### src/rtl/debruijn_route_gen.sv
module debruijn_route_gen #(
  parameter int D = 8,
  localparam int LW = $clog2(D + 1)
) (
  input  logic          clk,
  input  logic          rst_n,
  input  logic          start,
  input  logic [D-1:0]  src,
  input  logic [D-1:0]  dst,
  output logic          busy,
  output logic          done,
  output logic [D-1:0]  hdr,
  output logic [LW-1:0] hdr_len,
  output logic          self_err
);

  logic [D-1:0]  src_q, dst_q;
  logic [LW-1:0] cand;
  logic [D:0]    fit;

  assign fit[0] = 1'b1;
  for (genvar k = 1; k <= D; k++) begin : g_fit
    assign fit[k] = (dst_q[D-1 -: k] == src_q[k-1:0]);
  end

  wire hit = fit[cand];

  always_ff @(posedge clk or negedge rst_n) begin
    if (!rst_n) begin
      busy     <= 1'b0;
      done     <= 1'b0;
      hdr      <= '0;
      hdr_len  <= '0;
      self_err <= 1'b0;
      src_q    <= '0;
      dst_q    <= '0;
      cand     <= '0;
    end else begin
      done <= 1'b0;
      if (!busy) begin
        if (start) begin
          busy  <= 1'b1;
          src_q <= src;
          dst_q <= dst;
          cand  <= LW'(D);
        end
      end else if (hit) begin
        busy     <= 1'b0;
        done     <= 1'b1;
        hdr      <= dst_q << cand;
        hdr_len  <= LW'(D) - cand;
        self_err <= (cand == LW'(D));
      end else begin
        cand <= cand - 1'b1;
      end
    end
  end

endmodule

### config.mk
export PLATFORM = sky130hd
export DESIGN_NAME = debruijn_route_gen
export DESIGN_NICKNAME = d
export VERILOG_FILES = /design/src/rtl/debruijn_route_gen.sv
export SDC_FILE = /design/constraint.sdc
export NUM_CORES = 1
export LEC_CHECK = 0
export ABC_AREA = 0
export CAP_MARGIN = 15
export CORE_AREA = 2 2 85 87
export CTS_CLUSTER_DIAMETER = 40
export DETAILED_ROUTE_END_ITERATION = 8
export DIE_AREA = 0 0 87 89
export GPL_TIMING_DRIVEN = 0
export PLACE_DENSITY = 0.5
export RECOVER_POWER = 25
export SKIP_CTS_REPAIR_TIMING = 1
export SLEW_MARGIN = 30
export SYNTH_ARGS = -nofsm -noshare
export SYNTH_HDL_FRONTEND = slang
export SYNTH_SLANG_ARGS = --single-unit
### constraint.sdc
create_clock -name clk -period 3.7 [get_ports clk]
set_input_delay 0.74 -clock clk [delete_from_list [all_inputs] [get_ports clk]]
set_output_delay 0.74 -clock clk [all_outputs]
set_load 0.005 [all_outputs]
==> impl_results.md <==
- Run status: finished clean
- Post-synth cell types: 37
- Clock transition at path regs: 0.07 ns
- Post-Syn Nets: 224
- Initial DRC count: 85
- Sink Count: 35
- Worst Path Max Fanout: 8
- Share of layout cells above drive strength 1: about a fifth
- Layout area overhead: 23.6%
- Number of H-tree levels: 2
- Final Hold Vio Count: 0
- Most frequent cells in the layout: 35 x dfrtp_1, 32 x clkdlybuf4s50_1, 20 x xor2_1, 20 x mux2_2, 17 x xnor2_1
- Type of origin of the critical path: flip-flop
- Pre-CTS WS: 0.939 ns
- Setup Viol. Count Final: 0
- Avg WL per Cell: about 14 µm
- Slew margin rel.: between 30 and 40%
- Total CTS buffers: 5
- Routed Antenna Nets: 0
- Critical setup path kind: flip-flop to flip-flop
- Initial Util: 32.3%
- Yosys warnings: 0
- Largest net degree at the start of global routing: 19
- Dpl hpwl: 3490 µm
- Critical Path Slowest Stage Cell: or3b_1
- Crit. End Element: flip-flop
- Io pins: 34
- Largest delay share family, worst path: simple AND/OR/NAND/NOR gates
- Buffers on Ports: 33
- Fin util: 39.9%
- FF+latch count, synth: 35
- Primary FF master, synth: dfrtp_1
- Remaining Overflow, GRT: 0
- HP Class: flip-flop to flip-flop
- Final #Nets: 265
- Cells after synthesis: 204
- Diode count: 0
- Unrepaired setup endpoints after global routing: no
- Final period util: about two thirds
- CTS tree: yes
- Chip width: 87 µm
- Total Wirelength: 4700 µm
- Inst Count DP: 318
- Fmax: 415 MHz
- Worst path cell trace: clkbuf_1 -> xor2_1 -> nor4_1 -> a21oi_1 -> a211oi_2 -> nor2_1 -> or3b_1 -> buf_6 -> o32ai_2
- DR DRC count: 0
- First-pass GRT wire length: 8200 µm
- WP data arrival: ~2.6 ns
- Core footprint: around 6700 µm²
- Root buf cell: clkbuf_8
- Ys async rst share: 100%
- Power per Cell Area: 961 nW/µm²
- Initial antenna violation count: 0
- Post-synth EDFFs: 0
- Setup TNS after final layout: 0 ns
- DR vias: 1,572
- Slew Viols, Final: 0
- Leakage: 1.08 nW
- Post-route minimum period: 2.41 ns
- Post-synthesis sequential area ratio: 40.4%
- Skew-Pair Late Insertion Delay: 0.29 ns
- Buf/Inv on CP: 2
- Worst EP required: 3.91 ns
- Buffer depth of the longest clock path: 2
- Worst-Margin Slew: around 1 ns
- Mapped Area: 2170 µm²
- CP max stage delay: about 0.38 ns
- Finished Layout Cells: 326
- Row count: 30
- Hold slack final: between 0.5 and 0.6 ns
- Die area: 7740 µm²
- Final Wtd Congestion: approximately 0.82
- DRT Pass-1 Iters: 4
- Vias in the first global route: 1,601
- Total track usage: 13.9%
- Mean Syn Cell Area: around 11 µm²
- Most common cell after layout, fill and taps aside: dfrtp_1
- Final worst setup slack: 1.29 ns
- Layout Skew: 0.00946 ns
- MaxCap Viol Count: 0
- Die H: 89 µm
- Via/cell ratio: 4.82
- Worst VDD drop: 331 µV
-- worst register-to-register path, stage by stage, from the launching register on --
cell	delay (ns)
dfrtp_1	0.36
clkbuf_1	0.21
xor2_1	0.21
nor4_1	0.23
a21oi_1	0.14
a211oi_2	0.30
nor2_1	0.12
or3b_1	0.38
buf_6	0.15
o32ai_2	0.23
-- worst paths after layout --
kind | startpoint | depth (start not counted) | slack, ns | end
worst min-delay path | hdr_len[2]$_DFFE_PN0P_ | 1 | 0.51 | hdr_len[2]$_DFFE_PN0P_
worst min register to register | hdr_len[2]$_DFFE_PN0P_ | 1 | 0.51 | hdr_len[2]$_DFFE_PN0P_
worst max register to register | dst_q[1]$_DFFE_PN0P_ | 9 | 1.29 | hdr[1]$_DFFE_PN0P_
max in group asynchronous | rst_n | 2 | 1.71 | src_q[1]$_DFFE_PN0P_
min in group asynchronous | rst_n | 1 | 0.59 | hdr[6]$_DFFE_PN0P_
worst max-delay path | dst_q[1]$_DFFE_PN0P_ | 9 | 1.29 | hdr[1]$_DFFE_PN0P_
-- state kept, by name (all words and copies together) (netlist names) --
signal,cells
hdr,8
hdr_len,4
dst_q,8
busy,1
self_err,1
done,1
src_q,8
cand,4
-- final cells by class --
cell class | instances | area (µm²)
multi-input cells | 134 | 1100
plain buffers | 21 | 145
fillers | 669 | 4040
inverters | 14 | 52.6
clock inverters | 2 | 12.5
flip-flops and latches | 35 | 876
repair buffers | 34 | 328
clock buffers | 6 | 72.6
well taps | 80 | 100
-- stage by stage --
| step | area [µm²] | total power [mW] |
|---|---|---|
| 2_1_floorplan | 2170 | 1.91 |
| 3_3_place_gp | 2600 | 2.32 |
| 3_5_place_dp | 2620 | 2.33 |
| 4_1_cts | 2710 | 2.62 |
| 5_1_grt | 2680 | 2.82 |
| 6_report | 2680 | 2.58 |
-- kinds of logic after synthesis --
group                      after synthesis  share of synthesized area [%]
AOI/OAI and AO/OA                       38                           12.9
muxes                                   27                           14.2
DFF                                     35                           40.4
buffers and inverters                   35                           9.11
adders and majority gates                1                          0.577
xor gates and xnor gates                38                           15.7
and+or+nand+nor                         30                           7.15
-- Yosys cell counts (5+ instances only) --
master   number  share of area (%)
dfrtp_1      35                 40
a21oi_1       7                1.6
nand2_1       6                1.0
buf_6         6                3.1
buf_2         5                1.2
mux2i_1       6                2.8
o22ai_1       6                1.7
xor2_1       20                8.1
xnor2_1      17                6.9
nand4_1       5                1.4
mux2_2       20                 10
inv_1        14                2.4
nor2_1        9                1.6
o21ai_0       6                1.4
-- report_power, final --
group,internal [mW],switching [mW],leakage [nW]
combinational,0.825,0.796,0.612
clock,0.132,0.143,0.0412
sequential,0.566,0.118,0.424
-- metal layers --
layer	vias up	routed length [µm]	part of all wire (%)	GRT usage (%)
met1	746	2320	49	19.6
li1	785	-	-	-
met4	0	85	1.8	5.82
met2	34	2140	45	20.7
met5	-	0	0	0
met3	7	159	3.4	2.86
No activity file was read; power rests on OpenSTA's default activity.
